`config.mk`:
```
export PLATFORM = sky130hd
export DESIGN_NAME = delay_step_ctrl
export DESIGN_NICKNAME = d
export VERILOG_FILES = /design/src/rtl/dsc_pkg.sv /design/src/rtl/dsc_unit_decode.sv /design/src/rtl/dsc_tap_bank.sv /design/src/rtl/delay_step_ctrl.sv
export SDC_FILE = /design/constraint.sdc
export NUM_CORES = 1
export LEC_CHECK = 0
export ABC_AREA = 0
export BUFFER_PORTS_ARGS = -buffer_cell sky130_fd_sc_hd__buf_2
export CORE_ASPECT_RATIO = 1.2
export CORE_MARGIN = 2
export CORE_UTILIZATION = 45
export CTS_CLUSTER_DIAMETER = 150
export CTS_CLUSTER_SIZE = 14
export DETAILED_ROUTE_END_ITERATION = 8
export GPL_TIMING_DRIVEN = 0
export MAX_ROUTING_LAYER = met4
export PLACE_DENSITY = 0.71
export SLEW_MARGIN = 20
export SYNTH_ARGS = -nofsm -noshare
export SYNTH_HDL_FRONTEND = slang
export SYNTH_HIERARCHICAL = 1
export SYNTH_SLANG_ARGS = --single-unit
```
`constraint.sdc`:
```
create_clock -name clk -period 2.5 [get_ports clk]
set_input_delay 0.125 -clock clk [delete_from_list [all_inputs] [get_ports clk]]
set_output_delay 0.125 -clock clk [all_outputs]
set_load 0.01 [all_outputs]
```
`src/rtl/dsc_pkg.sv`:
```
package dsc_pkg;
    localparam int BURST_W = 7;

    typedef enum logic [1:0] {
        ST_IDLE,
        ST_STEP,
        ST_SETTLE,
        ST_LOAD
    } dsc_state_e;
endpackage

```
`src/rtl/dsc_unit_decode.sv`:
```
module dsc_unit_decode #(
    parameter int NUM_CH = 3,
    parameter int ID_W   = 4,
    parameter int EL_W   = 3
) (
    input  logic [ID_W-1:0] id_i,
    output logic            ok_o,
    output logic [EL_W-1:0] el_o
);
    localparam int CH_W = ID_W - 2;

    logic [CH_W-1:0] ch;
    logic [1:0]      kind;

    assign ch   = id_i[ID_W-1:2];
    assign kind = id_i[1:0];

    // kinds 0 and 1 exist per channel; channels beyond NUM_CH do not
    assign ok_o = !kind[1] && (int'(ch) < NUM_CH);
    assign el_o = EL_W'({ch, kind[0]});
endmodule

```
`src/rtl/dsc_tap_bank.sv`:
```
module dsc_tap_bank #(
    parameter int NUM_EL      = 6,
    parameter int EL_W        = 3,
    parameter int TAP_W       = 6,
    parameter int TAP_DEFAULT = 32
) (
    input  logic            clk,
    input  logic            rst_n,
    input  logic            step_en_i,
    input  logic            load_en_i,
    input  logic            dir_i,
    input  logic [EL_W-1:0] sel_i,
    output logic            sel_at_min_o,
    output logic            sel_at_max_o
);
    localparam logic [TAP_W-1:0] DEF_TAP = TAP_W'(TAP_DEFAULT);

    logic [TAP_W-1:0] tap_q [NUM_EL];

    for (genvar i = 0; i < NUM_EL; i++) begin : g_el
        always_ff @(posedge clk) begin
            if (!rst_n) begin
                tap_q[i] <= DEF_TAP;
            end else if (int'(sel_i) == i) begin
                if (load_en_i)
                    tap_q[i] <= DEF_TAP;
                else if (step_en_i)
                    tap_q[i] <= dir_i ? tap_q[i] - 1'b1 : tap_q[i] + 1'b1;
            end
        end
    end

    assign sel_at_min_o = (tap_q[sel_i] == '0);
    assign sel_at_max_o = (tap_q[sel_i] == '1);
endmodule

```
`src/rtl/delay_step_ctrl.sv`:
```
module delay_step_ctrl
    import dsc_pkg::*;
#(
    parameter int NUM_CH      = 3,
    parameter int TAP_W       = 6,
    parameter int TAP_DEFAULT = 32,
    parameter int SETTLE_GAP  = 4,
    localparam int ID_W       = $clog2(4 * NUM_CH),
    localparam int NUM_EL     = 2 * NUM_CH
) (
    input  logic              clk,
    input  logic              rst_n,
    input  logic              cmd_step_i,
    input  logic              cmd_burst_i,
    input  logic              cmd_default_i,
    input  logic              dir_i,
    input  logic [ID_W-1:0]   unit_id_i,
    input  logic [7:0]        burst_len_i,
    input  logic              clr_eor_i,
    output logic [NUM_EL-1:0] step_o,
    output logic              dir_o,
    output logic [NUM_EL-1:0] load_o,
    output logic              busy_o,
    output logic              eor_o
);
    localparam int EL_W  = (NUM_EL > 1) ? $clog2(NUM_EL) : 1;
    localparam int GAP_W = (SETTLE_GAP > 1) ? $clog2(SETTLE_GAP + 1) : 1;

    dsc_state_e         state_q, state_d;
    logic [EL_W-1:0]    sel_q, sel_d, dec_el;
    logic               dir_q, dir_d, id_ok;
    logic [BURST_W-1:0] remain_q, remain_d, burst_n;
    logic [GAP_W-1:0]   gap_q, gap_d;
    logic               eor_q, eor_d;
    logic               at_min, at_max, blocked, step_fire, load_fire;

    assign burst_n = burst_len_i[BURST_W-1:0];
    assign blocked = dir_q ? at_min : at_max;

    dsc_unit_decode #(.NUM_CH(NUM_CH), .ID_W(ID_W), .EL_W(EL_W)) u_dec (
        .id_i (unit_id_i),
        .ok_o (id_ok),
        .el_o (dec_el)
    );

    dsc_tap_bank #(
        .NUM_EL(NUM_EL), .EL_W(EL_W), .TAP_W(TAP_W), .TAP_DEFAULT(TAP_DEFAULT)
    ) u_taps (
        .clk          (clk),
        .rst_n        (rst_n),
        .step_en_i    (step_fire),
        .load_en_i    (load_fire),
        .dir_i        (dir_q),
        .sel_i        (sel_q),
        .sel_at_min_o (at_min),
        .sel_at_max_o (at_max)
    );

    // next-state logic
    always_comb begin
        state_d  = state_q;
        sel_d    = sel_q;
        dir_d    = dir_q;
        remain_d = remain_q;
        gap_d    = gap_q;
        eor_d    = eor_q;
        if (clr_eor_i)
            eor_d = 1'b0;
        unique case (state_q)
            ST_IDLE: begin
                if (id_ok && (cmd_default_i || cmd_burst_i || cmd_step_i)) begin
                    sel_d = dec_el;
                    dir_d = dir_i;
                    if (cmd_default_i) begin
                        state_d = ST_LOAD;
                    end else if (cmd_burst_i) begin
                        if (burst_n != '0) begin
                            state_d  = ST_STEP;
                            remain_d = burst_n;
                        end
                    end else begin
                        state_d  = ST_STEP;
                        remain_d = BURST_W'(1);
                    end
                end
            end
            ST_STEP: begin
                if (blocked)
                    eor_d = 1'b1;
                remain_d = remain_q - 1'b1;
                if (remain_q == BURST_W'(1)) begin
                    state_d = ST_IDLE;
                end else begin
                    state_d = ST_SETTLE;
                    gap_d   = GAP_W'(SETTLE_GAP - 1);
                end
            end
            ST_SETTLE: begin
                if (gap_q == '0)
                    state_d = ST_STEP;
                else
                    gap_d = gap_q - 1'b1;
            end
            ST_LOAD: state_d = ST_IDLE;
            default: state_d = ST_IDLE;
        endcase
    end

    // state register
    always_ff @(posedge clk) begin
        if (!rst_n) begin
            state_q  <= ST_IDLE;
            sel_q    <= '0;
            dir_q    <= 1'b0;
            remain_q <= '0;
            gap_q    <= '0;
            eor_q    <= 1'b0;
        end else begin
            state_q  <= state_d;
            sel_q    <= sel_d;
            dir_q    <= dir_d;
            remain_q <= remain_d;
            gap_q    <= gap_d;
            eor_q    <= eor_d;
        end
    end

    // outputs
    always_comb begin
        step_fire = (state_q == ST_STEP) && !blocked;
        load_fire = (state_q == ST_LOAD);
        step_o    = '0;
        load_o    = '0;
        if (step_fire)
            step_o[sel_q] = 1'b1;
        if (load_fire)
            load_o[sel_q] = 1'b1;
        busy_o = (state_q != ST_IDLE);
        dir_o  = dir_q;
        eor_o  = eor_q;
    end
endmodule

```
==> impl_metrics.yaml <==
setup_path:
  crit_top_cell: "nor3_2"
  path_cells: "mux4_2 > mux2i_1 > or4_1 > nor3_2 > mux2i_2 > nand2_2 > inv_2 > nand3b_1 > buf_6 > nor2_4 > buf_4 > nand2_4 > nor3_2"
  crit_type: "flop to flop"
  slowest_delay_ps: 520
  start_kind: "flop"
  setup.worst_path.start: "sel_q[0]$_SDFFE_PN0P_"
  cp.required_ps: 2670
  path_max_fanout: 6
  end_kind: "flop"
  slowest_stage: "mux4_2"
  reg2reg_from: "sel_q[0]$_SDFFE_PN0P_"
  cp_data_arrival_time_ps: 3070
drt:
  via_per_inst: 5.58
  drt-total-wl_mm: 9.47
  postRouteAntennaNets: 0
  dr.first_iter.drc_count: 152
  drc_errors: 0
  vias: 3190
  drtPass1Iterations: 4
  wl_per_cell_um: 16.6
global_route:
  grt_max_degree: 30
  grt_pass1_wl_mm: 14.8
  antenna_found_initial: 0
  globalRouteTotalUtil: 0.207
  grt_pass1_vias: 3204
  overflow: 0
placed_design:
  placed_cells: 538
  hpwl_mm: 6.35
  gp_congestion: 0.926
  port-buffer-count: 30
  dpl_worst_slack_ps: -721
die:
  dieArea_mm2: 0.00924
  coreArea_mm2: 0.00820
  dieWidth_um: 88.1
  num_io_pins: 34
  start_util: 0.466
  die_height_um: 105
  rows: 36
logic_synthesis:
  synth_cell_type_count: 47
  synth_area_leaders: "edfxtp_1 (28%), ha_1 (9.2%), dfxtp_1 (8.9%)"
  synthCells: 394
  synth_area_per_cell_um2: 9.69
  synth_seq_area_share: 0.372
  synth_area_mm2: 0.00382
  syn_nets: 447
  ys_ff_latch: 53
  yosysTopAreaCellShare: 0.283
  yosysTopAreaCell: "edfxtp_1"
  yosys_warnings: 6
layout:
  drive_above_1_share: 0.299
  syn2layout_area_growth_pct: 24.2
  finalCoreUtilization: 0.579
  final_nets: 510
  antennaDiodeCount: 0
  fin_cells: 572
  final_common_cell: "nor2_1"
  mostFrequentLayoutCells: "nor2_1 (44), edfxtp_1 (36), buf_2 (33)"
sta:
  slew_viol_final: 0
  tightest_slew_ps: 531
  fin_crit_ps: 2900
  hold_violations: 0
  finalSetupTns_ps: -23490
  rsz0062_at_grt: "true"
  period_share: 1.16
  timing.fmax_mhz: 344
  slew_headroom: 0.645
  finalClockSkew_ps: 12.7
  setup_viol: 78
  setup_slack_ps: -404
clock_network:
  clk_latency_ps: 320
  cts_hold_buf: 0
  cts_root_buffer: "clkbuf_8"
  cts_tree: "built"
  htree_levels: 2
  cts.sinks: 53
  path_clk_slew_ps: 100
  cts.path.max_buffers: 2
  numCtsBuffers: 5
power:
  finalPower_mw: 2.23
  p_per_area_mw_per_mm2: 469
  leakagePower_nw: 1.95
  peakVddDrop_uv: 244
worst_hold_path:
  hp-start: "unit_id_i[0]"
  hold_class: "input pin to flop"
run:
  cap_violations: 0
run_status:
  violations: "negative setup slack"
  status: "finished, violations left"
cell usage after synthesis (all sizes together):
cell type,count
buf,11
o31ai,5
nor3,20
o32ai,1
nor4,5
xnor2,13
and2,1
nand3,8
o31a,2
a31oi,4
or3,1
nand2b,8
a311oi,1
a211oi,15
edfxtp,36
nor2b,2
nand2,16
dfxtp,17
mux2i,11
a32oi,2
o21bai,7
mux2,3
nand4,2
a21o,14
nor2,57
mux4,6
xor2,11
clkbuf,6
o211ai,4
and2b,1
fa,6
inv,29
nand3b,3
nor3b,1
a21oi,19
or4,1
o21ai,17
ha,28
critical path: cells and delay by family (launching register included):
kind	cells	cell delay, ps
muxes	3	1010
and+or+nand+nor	7	880
buffers and inverters	3	420
DFF	1	430
kinds of logic (layout without fill, tap and decap cells):
| kind of cell | Yosys count | after routing | synth area share |
|---|---|---|---|
| AOI/OAI and AO/OA | 91 | 91 | 0.159 |
| xor gates and xnor gates | 24 | 24 | 0.0550 |
| adders and majority gates | 34 | 34 | 0.123 |
| buffers and inverters | 46 | 110 | 0.0554 |
| DFF | 53 | 53 | 0.372 |
| muxes | 20 | 20 | 0.0760 |
| and+or+nand+nor | 126 | 126 | 0.159 |
sequential cells by signal (all words and copies together) (netlist names):
signal	count
dir_o	1
eor_o	1
gap_q	3
remain_q	7
sel_q	3
state_q	2
u_taps/tap_q	36
cell type report:
class / instances / area (µm²)
Fill cell: 705 / 3450
Tap cell: 114 / 143
Buffer: 15 / 103
Inverter: 29 / 109
Clock buffer: 7 / 86.3
Clock inverter: 1 / 6.26
Sequential cell: 53 / 1430
Multi-Input combinational cell: 295 / 2440
Timing Repair Buffer: 58 / 424
per-layer routing:
layer	share of wire	global-route usage	vias to the layer above	wire, µm
li1	-	-	1558	-
met1	0.41	0.239	1531	3860
met2	0.52	0.362	74	4960
met3	0.035	0.0348	27	334
met4	0.034	0.0639	0	318
met5	0	-	-	0
power by group:
part | internal [mW] | switching [mW] | total (mW)
Combinational | 0.288 | 0.360 | 0.648
Sequential | 0.984 | 0.0629 | 1.05
Clock | 0.227 | 0.305 | 0.532
Total | 1.50 | 0.728 | 2.23
path summary, 6_finish.rpt:
path / cells after the start / slack [ps] / to
hold / removal: 3 / 40 / sel_q[0]$_SDFFE_PN0P_
setup reg to reg: 13 / -400 / u_taps/tap_q[0][3]$_SDFFCE_PN0P_
hold reg to reg: 1 / 470 / gap_q[0]$_SDFFE_PN0P_
setup / recovery: 13 / -400 / u_taps/tap_q[0][3]$_SDFFCE_PN0P_
metrics by stage:
stage | hold slack, ps | cell area, µm²
floorplan | 272 | 3840
global placement | 377 | 4130
detailed placement | 378 | 4130
CTS | 41.2 | 4560
global route | 56.3 | 4740
finish | 44.8 | 4740
what timing repair did:
action / in CTS / in global routing
resized for setup: 54 / 24
pin swaps: 17 / 6
setup endpoints to repair: 78 / 78
gates cloned: 0 / 1
setup buffers: 19 / 9
Power figures use the tool's default switching activity.
